File: src/rtl/pd_seq_pkg.sv
// Shared encodings for the CPU power domain sequencer.
// Assumes 2-bit power-state, memory-state and clock-mode fields.
package pd_seq_pkg;

    localparam int PS_W = 2;
    localparam int MS_W = 2;
    localparam int CM_W = 2;

    localparam logic [PS_W-1:0] PS_OFF   = 2'd0;
    localparam logic [PS_W-1:0] PS_RET   = 2'd1;
    localparam logic [PS_W-1:0] PS_INACT = 2'd2;
    localparam logic [PS_W-1:0] PS_ACT   = 2'd3;

    localparam logic [MS_W-1:0] MEM_OFF  = 2'd0;
    localparam logic [MS_W-1:0] MEM_RET  = 2'd1;
    localparam logic [MS_W-1:0] MEM_ON   = 2'd3;

    localparam logic [CM_W-1:0] CM_NOSLEEP = 2'd0;
    localparam logic [CM_W-1:0] CM_FORCE   = 2'd2;
    localparam logic [CM_W-1:0] CM_AUTO    = 2'd3;

    typedef enum logic [2:0] {
        SQ_IDLE,
        SQ_SLP_CLK,
        SQ_SLP_LOGIC,
        SQ_SLP_MEM,
        SQ_WK_MEM,
        SQ_WK_LOGIC,
        SQ_WK_CLK
    } seq_e;

endpackage

File: src/rtl/pd_wake_ctrl.sv
// Turns the clock-transition mode, wait-for-interrupt and wake inputs into
// sleep and wake decisions. Assumes mode 1 is reserved and acts as no-sleep.
module pd_wake_ctrl
    import pd_seq_pkg::*;
(
    input  logic [CM_W-1:0] mode_i,
    input  logic            wfi_i,
    input  logic            wake_i,
    input  logic [PS_W-1:0] tgt_i,
    output logic            sleep_go_o,
    output logic            wake_go_o
);

    // Decide whether a sleep may start and whether a wake is requested.
    always_comb begin
        sleep_go_o = (mode_i == CM_AUTO) && wfi_i && !wake_i && (tgt_i != PS_ACT);
        wake_go_o  = wake_i || (mode_i == CM_FORCE);
    end

endmodule

File: src/rtl/pd_seq_fsm.sv
// Sequencer for clock, logic and memory handshakes. Every step sets a
// level request and completes on the first edge where the acknowledge
// equals it. Sleep runs clock, logic, memory; wake runs the reverse.
// Assumes acknowledges only move toward the current request.
module pd_seq_fsm
    import pd_seq_pkg::*;
(
    input  logic            clk,
    input  logic            rst_n,
    input  logic            sleep_go_i,
    input  logic            wake_go_i,
    input  logic [PS_W-1:0] tgt_i,
    input  logic            keep_i,
    input  logic            clk_ack_i,
    input  logic            logic_ack_i,
    input  logic [MS_W-1:0] mem_ack_i,
    output logic            clk_req_o,
    output logic            logic_req_o,
    output logic [MS_W-1:0] mem_req_o,
    output logic [PS_W-1:0] cur_state_o,
    output logic            busy_o,
    output logic [MS_W-1:0] l1_state_o,
    output logic            logic_on_o,
    output logic            clk_on_o,
    output logic            entry_o,
    output logic [PS_W-1:0] entry_state_o,
    output logic            logic_lost_o
);

    seq_e            st_q;
    logic            clk_req_q;
    logic            logic_req_q;
    logic [MS_W-1:0] mem_req_q;
    logic [PS_W-1:0] cur_q;
    logic [PS_W-1:0] tgt_q;
    logic            keep_q;
    logic [MS_W-1:0] l1_q;
    logic            logic_on_q;
    logic            clk_on_q;
    logic            clk_match;
    logic            logic_match;
    logic            mem_match;

    // Handshake completion flags.
    always_comb begin
        clk_match   = (clk_ack_i == clk_req_q);
        logic_match = (logic_ack_i == logic_req_q);
        mem_match   = (mem_ack_i == mem_req_q);
    end

    // Step through the sleep and wake sequences.
    always_ff @(posedge clk) begin
        if (!rst_n) begin
            st_q        <= SQ_IDLE;
            clk_req_q   <= 1'b1;
            logic_req_q <= 1'b1;
            mem_req_q   <= MEM_ON;
            cur_q       <= PS_ACT;
            tgt_q       <= PS_ACT;
            keep_q      <= 1'b1;
            l1_q        <= MEM_ON;
            logic_on_q  <= 1'b1;
            clk_on_q    <= 1'b1;
        end else begin
            case (st_q)
                SQ_IDLE: begin
                    if (cur_q == PS_ACT && sleep_go_i) begin
                        tgt_q     <= tgt_i;
                        keep_q    <= keep_i;
                        clk_req_q <= 1'b0;
                        st_q      <= SQ_SLP_CLK;
                    end else if (cur_q != PS_ACT && wake_go_i) begin
                        mem_req_q <= MEM_ON;
                        st_q      <= SQ_WK_MEM;
                    end
                end
                SQ_SLP_CLK: begin
                    if (clk_match) begin
                        clk_on_q <= 1'b0;
                        if (tgt_q == PS_INACT) begin
                            cur_q <= PS_INACT;
                            st_q  <= SQ_IDLE;
                        end else begin
                            logic_req_q <= (tgt_q == PS_RET) && keep_q;
                            st_q        <= SQ_SLP_LOGIC;
                        end
                    end
                end
                SQ_SLP_LOGIC: begin
                    if (logic_match) begin
                        logic_on_q <= logic_req_q;
                        mem_req_q  <= (tgt_q == PS_RET) ? MEM_RET : MEM_OFF;
                        st_q       <= SQ_SLP_MEM;
                    end
                end
                SQ_SLP_MEM: begin
                    if (mem_match) begin
                        l1_q  <= mem_req_q;
                        cur_q <= tgt_q;
                        st_q  <= SQ_IDLE;
                    end
                end
                SQ_WK_MEM: begin
                    if (mem_match) begin
                        l1_q        <= MEM_ON;
                        logic_req_q <= 1'b1;
                        st_q        <= SQ_WK_LOGIC;
                    end
                end
                SQ_WK_LOGIC: begin
                    if (logic_match) begin
                        logic_on_q <= 1'b1;
                        clk_req_q  <= 1'b1;
                        st_q       <= SQ_WK_CLK;
                    end
                end
                SQ_WK_CLK: begin
                    if (clk_match) begin
                        clk_on_q <= 1'b1;
                        cur_q    <= PS_ACT;
                        st_q     <= SQ_IDLE;
                    end
                end
                default: st_q <= SQ_IDLE;
            endcase
        end
    end

    // Sleep-entry and logic-loss events for the context tracker.
    always_comb begin
        entry_o       = ((st_q == SQ_SLP_CLK) && clk_match && (tgt_q == PS_INACT))
                     || ((st_q == SQ_SLP_MEM) && mem_match);
        entry_state_o = tgt_q;
        logic_lost_o  = (st_q == SQ_SLP_LOGIC) && logic_match && !logic_req_q;
    end

    assign clk_req_o   = clk_req_q;
    assign logic_req_o = logic_req_q;
    assign mem_req_o   = mem_req_q;
    assign cur_state_o = cur_q;
    assign busy_o      = (st_q != SQ_IDLE);
    assign l1_state_o  = l1_q;
    assign logic_on_o  = logic_on_q;
    assign clk_on_o    = clk_on_q;


    logic_after_clk_chk: assert property (@(posedge clk) disable iff (!rst_n)
        $fell(logic_req_q) |-> (!clk_ack_i && !clk_req_q));


    mem_after_logic_chk: assert property (@(posedge clk) disable iff (!rst_n)
        (!$stable(mem_req_q) && mem_req_q != MEM_ON) |-> (logic_ack_i == logic_req_q));


    clk_wakes_last_chk: assert property (@(posedge clk) disable iff (!rst_n)
        $rose(clk_req_q) |-> (logic_ack_i && mem_ack_i == MEM_ON));


    state_held_busy_chk: assert property (@(posedge clk) disable iff (!rst_n)
        (st_q != SQ_IDLE) |-> $stable(cur_q));

endmodule

File: src/rtl/pd_ctx_track.sv
// Context bookkeeping: L1 and flip-flop lost flags (write-1-to-clear, set
// wins) and the deepest low-power state entered. Reset only by cold reset.
module pd_ctx_track
    import pd_seq_pkg::*;
(
    input  logic            clk,
    input  logic            rst_n,
    input  logic            entry_i,
    input  logic [PS_W-1:0] entry_state_i,
    input  logic            logic_lost_i,
    input  logic            core_rst_i,
    input  logic [MS_W-1:0] l1_state_i,
    input  logic            clr_l1_i,
    input  logic            clr_dff_i,
    input  logic            rearm_i,
    output logic            l1_lost_o,
    output logic            dff_lost_o,
    output logic [PS_W-1:0] lps_o
);

    logic            l1_lost_q;
    logic            dff_lost_q;
    logic [PS_W-1:0] lps_q;

    // Track lost flags and the last low-power state.
    always_ff @(posedge clk) begin
        if (!rst_n) begin
            l1_lost_q  <= 1'b0;
            dff_lost_q <= 1'b0;
            lps_q      <= PS_ACT;
        end else begin
            if (entry_i && entry_state_i == PS_OFF) begin
                l1_lost_q <= 1'b1;
            end else if (clr_l1_i) begin
                l1_lost_q <= 1'b0;
            end
            if (logic_lost_i || core_rst_i) begin
                dff_lost_q <= 1'b1;
            end else if (clr_dff_i) begin
                dff_lost_q <= 1'b0;
            end
            if (entry_i && entry_state_i < lps_q) begin
                lps_q <= entry_state_i;
            end else if (rearm_i) begin
                lps_q <= PS_ACT;
            end
        end
    end

    assign l1_lost_o  = l1_lost_q;
    assign dff_lost_o = dff_lost_q;
    assign lps_o      = lps_q;


    l1_lost_rise_chk: assert property (@(posedge clk) disable iff (!rst_n)
        $rose(l1_lost_q) |-> (l1_state_i == MEM_OFF));


    lps_move_chk: assert property (@(posedge clk) disable iff (!rst_n)
        !$stable(lps_q) |-> ((lps_q < $past(lps_q)) || (lps_q == PS_ACT && $past(rearm_i))));


    rst_marks_dff_chk: assert property (@(posedge clk) disable iff (!rst_n)
        core_rst_i |=> dff_lost_q);

endmodule

File: src/rtl/cpu_pd_sequencer.sv
// Top of the CPU power domain sequencer: mode decode, handshake sequencer
// and context tracker. Assumes external clock, logic and memory agents
// answer with level acknowledges that follow their requests.
module cpu_pd_sequencer
    import pd_seq_pkg::*;
(
    input  logic       clk,
    input  logic       rst_n,
    input  logic       warm_rst_n_i,
    input  logic [1:0] tgt_state_i,
    input  logic       logic_keep_i,
    input  logic [1:0] clk_mode_i,
    input  logic       sw_core_rst_i,
    input  logic       wfi_i,
    input  logic       wake_i,
    input  logic       clr_l1_lost_i,
    input  logic       clr_dff_lost_i,
    input  logic       lps_rearm_i,
    output logic       clk_run_o,
    input  logic       clk_run_ack_i,
    output logic       logic_pwr_o,
    input  logic       logic_pwr_ack_i,
    output logic [1:0] mem_req_o,
    input  logic [1:0] mem_ack_i,
    output logic [1:0] cur_state_o,
    output logic       busy_o,
    output logic [1:0] l1_state_o,
    output logic       logic_state_o,
    output logic       standby_o,
    output logic [1:0] last_lp_state_o,
    output logic       l1_lost_o,
    output logic       dff_lost_o,
    output logic       core_rst_o
);

    logic            sleep_go;
    logic            wake_go;
    logic            clk_on;
    logic            entry;
    logic [PS_W-1:0] entry_state;
    logic            logic_lost;

    // Core reset follows the software bit and the warm reset input.
    assign core_rst_o = sw_core_rst_i || !warm_rst_n_i;
    assign standby_o  = !clk_on;

    pd_wake_ctrl u_wake (
        .mode_i     (clk_mode_i),
        .wfi_i      (wfi_i),
        .wake_i     (wake_i),
        .tgt_i      (tgt_state_i),
        .sleep_go_o (sleep_go),
        .wake_go_o  (wake_go)
    );

    pd_seq_fsm u_fsm (
        .clk           (clk),
        .rst_n         (rst_n),
        .sleep_go_i    (sleep_go),
        .wake_go_i     (wake_go),
        .tgt_i         (tgt_state_i),
        .keep_i        (logic_keep_i),
        .clk_ack_i     (clk_run_ack_i),
        .logic_ack_i   (logic_pwr_ack_i),
        .mem_ack_i     (mem_ack_i),
        .clk_req_o     (clk_run_o),
        .logic_req_o   (logic_pwr_o),
        .mem_req_o     (mem_req_o),
        .cur_state_o   (cur_state_o),
        .busy_o        (busy_o),
        .l1_state_o    (l1_state_o),
        .logic_on_o    (logic_state_o),
        .clk_on_o      (clk_on),
        .entry_o       (entry),
        .entry_state_o (entry_state),
        .logic_lost_o  (logic_lost)
    );

    pd_ctx_track u_ctx (
        .clk           (clk),
        .rst_n         (rst_n),
        .entry_i       (entry),
        .entry_state_i (entry_state),
        .logic_lost_i  (logic_lost),
        .core_rst_i    (core_rst_o),
        .l1_state_i    (l1_state_o),
        .clr_l1_i      (clr_l1_lost_i),
        .clr_dff_i     (clr_dff_lost_i),
        .rearm_i       (lps_rearm_i),
        .l1_lost_o     (l1_lost_o),
        .dff_lost_o    (dff_lost_o),
        .lps_o         (last_lp_state_o)
    );


    sleep_needs_auto_chk: assert property (@(posedge clk) disable iff (!rst_n)
        $fell(clk_run_o) |-> ($past(clk_mode_i) == CM_AUTO && $past(wfi_i)));

endmodule

File: config.mk
export PLATFORM = sky130hd
export DESIGN_NAME = cpu_pd_sequencer
export DESIGN_NICKNAME = d
export VERILOG_FILES = /design/src/rtl/pd_seq_pkg.sv /design/src/rtl/pd_wake_ctrl.sv /design/src/rtl/pd_seq_fsm.sv /design/src/rtl/pd_ctx_track.sv /design/src/rtl/cpu_pd_sequencer.sv
export SDC_FILE = /design/constraint.sdc
export NUM_CORES = 1
export LEC_CHECK = 0
export ABC_AREA = 1
export BUFFER_PORTS_ARGS = -buffer_cell sky130_fd_sc_hd__buf_2
export CAP_MARGIN = 30
export CORE_ASPECT_RATIO = 0.75
export CORE_MARGIN = 4
export CORE_UTILIZATION = 30
export CTS_CLUSTER_DIAMETER = 60
export DETAILED_ROUTE_END_ITERATION = 8
export PLACE_DENSITY_LB_ADDON = 0.25
export SLEW_MARGIN = 0
export SYNTH_ARGS = -nofsm -noshare
export SYNTH_HDL_FRONTEND = slang
export SYNTH_SLANG_ARGS = --single-unit
export TNS_END_PERCENT = 20
File: constraint.sdc
create_clock -name clk -period 1.9 [get_ports clk]
set_input_delay 0.095 -clock clk [delete_from_list [all_inputs] [get_ports clk]]
set_output_delay 0.095 -clock clk [all_outputs]
set_load 0.05 [all_outputs]
==> results of run 1 <==
[placed cells by master, fill, tap and decap left out, drive strengths merged]
| cell type | count |
|---|---|
| buf | 33 |
| ha | 1 |
| xnor2 | 1 |
| o21ai | 14 |
| o211ai | 6 |
| a21boi | 1 |
| inv | 31 |
| nor2 | 14 |
| nand2 | 59 |
| nand3b | 1 |
| nand3 | 22 |
| clkbuf | 4 |
| xor2 | 1 |
| a21oi | 13 |
| dfxtp | 20 |
[Yosys cell counts]
master	number	area [um2]
nand2_2	9	56.3
inv_1	26	97.6
nand3b_1	1	7.51
o21ai_1	1	5.00
nand3_2	6	60.1
inv_2	5	18.8
xor2_2	1	16.3
nor2_2	4	25.0
ha_1	1	12.5
a21boi_2	1	11.3
o21ai_0	13	65.1
dfxtp_1	20	400
nor2_1	10	37.5
o211ai_1	6	45.0
nand3_1	15	75.1
nand2_1	50	188
xnor2_1	1	8.76
nand3_4	1	17.5
a21oi_2	1	8.76
buf_6	1	11.3
a21oi_1	12	60.1
clkbuf_1	1	3.75
[flip-flops by register name (all words and copies together), names as in the netlist]
name / cells
u_fsm.st_q: 3
u_ctx.lps_o: 2
u_fsm.cur_state_o: 2
u_fsm.entry_state_o: 2
u_fsm.l1_state_o: 2
u_fsm.mem_req_o: 2
u_ctx.dff_lost_o: 1
u_ctx.l1_lost_o: 1
u_fsm.clk_on_o: 1
u_fsm.clk_req_o: 1
u_fsm.keep_q: 1
u_fsm.logic_on_o: 1
u_fsm.logic_req_o: 1
[cells by family (layout without fill, tap and decap cells)]
family	Yosys count	in the layout
adder cells (fa/ha/maj)	1	1
AND/OR/NAND/NOR	96	96
AO/OA/AOI/OAI	34	34
XOR/XNOR	2	2
flip-flops	20	20
buffers and inverters	33	68
[power by group]
group / internal, mW / switching, mW / total [mW] / leakage, nW
registers: 0.520 / 0.104 / 0.624 / 0.164
logic: 0.359 / 0.884 / 1.24 / 0.628
clock network: 0.184 / 0.141 / 0.326 / 0.0288
total: 1.06 / 1.13 / 2.19 / 0.820
[through the flow]
stage,instances,hold WS (ns),power [mW],instance area (um2)
3_5_place_dp,269,0.313,1.88,1450
4_1_cts,273,0.0409,2.21,1500
6_report,273,0.0491,2.19,1500
5_1_grt,273,0.0450,2.37,1500
2_1_floorplan,186,0.208,1.63,1230
3_3_place_gp,269,0.300,1.89,1450
[worst max-delay path by stage]
stage	end	slack (ns)	cells after the start
floorplan	u_ctx.lps_o[0]	0.36	6
global placement	u_fsm.st_q[1]	0.42	9
detailed placement	u_fsm.st_q[1]	0.43	9
CTS	u_fsm.st_q[1]	0.43	9
global route	u_fsm.st_q[2]	0.28	10
finish	u_fsm.st_q[1]	0.43	9
[worst min-delay path: cells and delay by family]
kind | cells | cell delay (ns)
buffers and inverters | 1 | 0.08
AND/OR/NAND/NOR | 2 | 0.10
[cell type report]
class / count / area [um2] / share of cell area [%]
Multi-Input combinational cell: 133 / 699 / 46.6
Tap cell: 52 / 65.1 / 4.33
Inverter: 31 / 116 / 7.75
Timing Repair Buffer: 33 / 165 / 11.0
Clock buffer: 4 / 55.1 / 3.67
Sequential cell: 20 / 400 / 26.7
[metal layers]
layer / GRT usage, % / up-vias / wire [um]
met3: 3.70 / 2 / 177
met4: 1.87 / 0 / 11
met2: 18.2 / 32 / 1180
met1: 17.5 / 527 / 1640
li1: - / 664 / -
met5: 0 / - / 0
==> results.json, run 1 <==
{
  "status": "completed",
  "syn-cell-area_um2": 1230,
  "fin_ws_ns": 0.429,
  "chipHeight_um": 63.5,
  "antenna_found_initial": 0,
  "h-tree-depth": 1,
  "worstSetupStartpoint": "u_fsm.st_q[0]",
  "cp_max_fo": 9,
  "r2r_slack_ns": 0.43,
  "design.core.area_um2": 3800,
  "place_hpwl_um": 2450,
  "max-slew-margin-rel_pct": 77.3,
  "grt_overflow": 0,
  "rsz0062_at_grt": "no",
  "cts_tree": "built",
  "max_stage_delay_ns": 0.52,
  "fill_cells": 431,
  "crit_chain": "inv_1 -> nand3_1 -> nand2_2 -> nand2_2 -> nand2_2 -> inv_2 -> nand3_4 -> nor2_1 -> nor2_2",
  "required_ns": 2.06,
  "synth.distinct_cells": 22,
  "row_count": 19,
  "hold_class": "input pin to flop",
  "yosys.area_share.simple_pct": 37.9,
  "regToRegEndpoint": "u_fsm.st_q[1]",
  "die_area_um2": 5200,
  "ys_seq_elements": 20,
  "power.leakage_nw": 0.820,
  "port_buffers": 33,
  "cp_slowest_cell": "dfxtp_1",
  "grt_pass1_wl_um": 5010,
  "post-place-ws_ns": 0.432,
  "holdPathStages": 3,
  "r2r_start": "u_fsm.st_q[0]",
  "drt_first_pass_iters": 4,
  "ys_seq_area_share_pct": 32.5,
  "muxShareOfSynthArea_pct": 0,
  "initial_core_util_pct": 32.4,
  "critPathTopFamily": "simple AND/OR/NAND/NOR gates",
  "finClkSkew_ns": 0.00346,
  "hold_viol_final": 0,
  "first_global_vias": 1151,
  "wirelength_um": 3000,
  "synth_nets": 205,
  "yosysWarnings": 0,
  "synth_top_family_by_area": "simple AND/OR/NAND/NOR gates",
  "min_to": "u_fsm.keep_q",
  "path_buf_inv": 2,
  "cts.sinks": 20,
  "num_vias": 1225,
  "postCtsHoldBufs": 0,
  "first_iter_violations": 70,
  "fin_util_pct": 39.5,
  "fin_crit_ns": 1.47,
  "wl_per_cell_um": 11.0,
  "setup_viol": 0,
  "root_buffer": "clkbuf_8",
  "rr_worst_depth": 9,
  "syn_inst": 186,
  "hp-start": "logic_keep_i",
  "tightest_slew_ns": 0.339,
  "vdd_drop_max_uv": 460,
  "drive_above_1_share_pct": 29.4,
  "synthAdderAreaFrac_pct": 1.02,
  "die_w_um": 82.0,
  "synth_area_per_cell_um2": 6.62,
  "synth_xor_area_share_pct": 2.03,
  "ios": 34,
  "tns_ns": 0,
  "postRouteAntennaNets": 0,
  "drc": 0,
  "critical_path_class": "flop to flop",
  "arrival_ns": 1.63,
  "path_clk_slew_ns": 0.08,
  "grt_usage_pct": 12.2,
  "synth_compound_area_share_pct": 15.9,
  "drv_cap": 0,
  "crit_path_end_kind": "flop",
  "fin_crit_sh_pct": 77.4,
  "viasPerCell": 4.49,
  "cts_buffers": 3,
  "ctsLongestPathBuffers": 2,
  "critPathLaunchType": "flop",
  "grt_max_degree": 15,
  "max_freq_mhz": 680,
  "area_growth_pct": 22.0,
  "diodes": 0,
  "finalMaxSlewViolations": 0,
  "cts_resized": 0,
  "clk_latency_ns": 0.26,
  "p_per_area_nw_per_um2": 1460,
  "finalNetCount": 241,
  "cts_setup_buffers": 0,
  "gp_congestion": 0.883,
  "crit_top_cell": "nand2_2"
}
No activity file was read; power rests on OpenSTA's default activity.
==> run 2, diff against run 1 <==
clock period = 1.25 ns   (was 1.9 ns; I/O delays follow)
==> run 2 against run 1 <==
Utilization increased by 7.1 points. Critical path depth unchanged. Clock power increased by 55%. Clock-buffer cell count unchanged. Wire length increased by 7.2%. Global-route usage increased by 1.0 points. Critical path type unchanged. Die area unchanged. Clock skew decreased by 0.0015 ns. Worst hold slack got worse by 0.038 ns. Sequential power increased by 58%. Final cell count increased by 8.4%. First-iteration DRC count decreased by 14%.
==> results.json, run 2 (synthesized netlist as in run 1, its figures left out) <==
{
  "drc": 0,
  "hp-start": "logic_keep_i",
  "arrival_ns": 1.44,
  "critPathLaunchType": "flop",
  "critical_path_class": "flop to flop",
  "first_iter_violations": 60,
  "r2r_start": "u_fsm.st_q[2]",
  "grt_max_degree": 14,
  "fin_ws_ns": 0.00352,
  "tightest_slew_ns": 0.291,
  "finalNonFillerCells": 296,
  "crit_chain": "nor2_4 -> nand2_4 -> inv_2 -> nand3_2 -> nand2_1 -> inv_1 -> nand3_1 -> nand2_1 -> nor2_1",
  "holdPathStages": 3,
  "postCtsHoldBufs": 0,
  "rsz0062_at_grt": "yes",
  "wirelength_um": 3220,
  "diodes": 0,
  "setup_viol": 0,
  "top_usage_layer": "met1",
  "grt_pass1_wl_um": 5440,
  "largest_reg_flops": 3,
  "ios": 34,
  "design.core.area_um2": 3800,
  "num_vias": 1285,
  "largest-register": "u_fsm.st_q",
  "grt_use_met3_pct": 3.42,
  "finClkSkew_ns": 0.00196,
  "hold_viol_final": 0,
  "fin_crit_sh_pct": 99.7,
  "antenna_found_initial": 0,
  "total_power_mw": 3.87,
  "wl_per_cell_um": 10.9,
  "post-place-ws_ns": -0.144,
  "first_global_vias": 1161,
  "postRouteAntennaNets": 0,
  "path_clk_slew_ns": 0.08,
  "hold_class": "input pin to flop",
  "final_cell_mix": "46 x nand2_1, 32 x buf_2, 25 x inv_1, 22 x buf_4, 14 x nand3_1",
  "ctsLongestPathBuffers": 2,
  "power.leakage_nw": 0.940,
  "cts.sinks": 20,
  "cts_tree": "built",
  "initial_core_util_pct": 32.4,
  "max_stage_delay_ns": 0.38,
  "gp_congestion": 0.894,
  "grt_use_met2_pct": 18.6,
  "area_growth_pct": 44.0,
  "clk_latency_ns": 0.26,
  "max_freq_mhz": 802,
  "layout_commonest_cell": "nand2_1",
  "grtUsageMet1_pct": 20.7,
  "fin_crit_ns": 1.25,
  "vdd_drop_max_uv": 808,
  "place_hpwl_um": 2570,
  "port_buffers": 33,
  "drt_first_pass_iters": 4,
  "finalMaxSlewViolations": 0,
  "crit_path_end_kind": "flop",
  "cp_slowest_cell": "dfxtp_4",
  "cp_max_fo": 5,
  "min_to": "u_fsm.keep_q",
  "drv_cap": 0,
  "row_count": 19,
  "drive_above_1_share_pct": 44.7,
  "crit_top_cell": "nand2_1",
  "max-slew-margin-rel_pct": 80.6,
  "fin_util_pct": 46.6,
  "dp.cells": 290,
  "cts_buffers": 3,
  "grt_usage_pct": 13.3,
  "die_w_um": 82.0,
  "finalNetCount": 264,
  "p_per_area_nw_per_um2": 2180,
  "root_buffer": "clkbuf_8",
  "chipHeight_um": 63.5,
  "viasPerCell": 4.34,
  "status": "completed",
  "regToRegEndpoint": "u_fsm.st_q[0]",
  "grt_overflow": 0,
  "h-tree-depth": 1,
  "rr_worst_depth": 9,
  "required_ns": 1.44,
  "die_area_um2": 5200,
  "r2r_slack_ns": 0.004
}
==> run 2: cell types whose count changed in the layout (fill, tap and decap cells not counted), sizes merged <==
cell / delta
buf: +23
==> run 2: worst max path at each step <==
stage | from | to | slack, ns | cells past startpoint
3_5_place_dp | u_fsm.st_q[0] | u_ctx.lps_o[0] | -0.14 | 9
6_report | u_fsm.st_q[2] | u_fsm.st_q[0] | 0.004 | 9
4_1_cts | u_fsm.st_q[1] | u_ctx.lps_o[0] | 0.001 | 9
2_1_floorplan | u_fsm.mem_req_o[0] | u_fsm.l1_state_o[0] | -0.02 | 9
5_1_grt | u_fsm.st_q[2] | u_fsm.st_q[2] | -0.10 | 10
3_3_place_gp | u_fsm.st_q[2] | u_ctx.lps_o[0] | -0.12 | 9
==> run 2: cell type report <==
class,instances,area (um2)
Clock buffer,4,55.1
Fill cell,416,2030
Inverter,31,121
Multi-Input combinational cell,133,751
Sequential cell,20,433
Tap cell,52,65.1
Timing Repair Buffer,56,348
==> run 2: worst max-delay path: cells and delay by family (launching register included) <==
family | cells | cell delay [ns]
buffers and inverters | 2 | 0.11
DFF | 1 | 0.38
and+or+nand+nor | 7 | 0.68
==> run 2: power breakdown <==
part           switching (mW)  internal (mW)  leakage, nW  total, mW
clock                   0.225          0.280       0.0288      0.506
combinational            1.49          0.890        0.746       2.38
sequential              0.153          0.832        0.165      0.985
total                    1.87           2.00        0.940       3.87
==> run 2: what timing repair did <==
action | CTS | global route
pin swaps | 2 | 7
buffers inserted | 0 | 2
resized for setup | 12 | 11
endpoints found under the setup margin | 17 | 18
==> run 2: through the flow <==
stage | hold slack (ns) | TNS, ns | cell area, um2
after CTS | 0.00365 | 0 | 1730
after global placement | 0.271 | -0.828 | 1640
final | 0.0110 | 0 | 1770
after detailed placement | 0.278 | -1.27 | 1640
after floorplan | 0.176 | -0.0357 | 1270
after global routing | 0.0186 | -0.894 | 1770
==> run 2: layer usage <==
layer	part of all wire, %	wire length [um]
met2	40	1290
met4	0.34	11
met1	53	1700
met5	0	0
met3	6.6	212
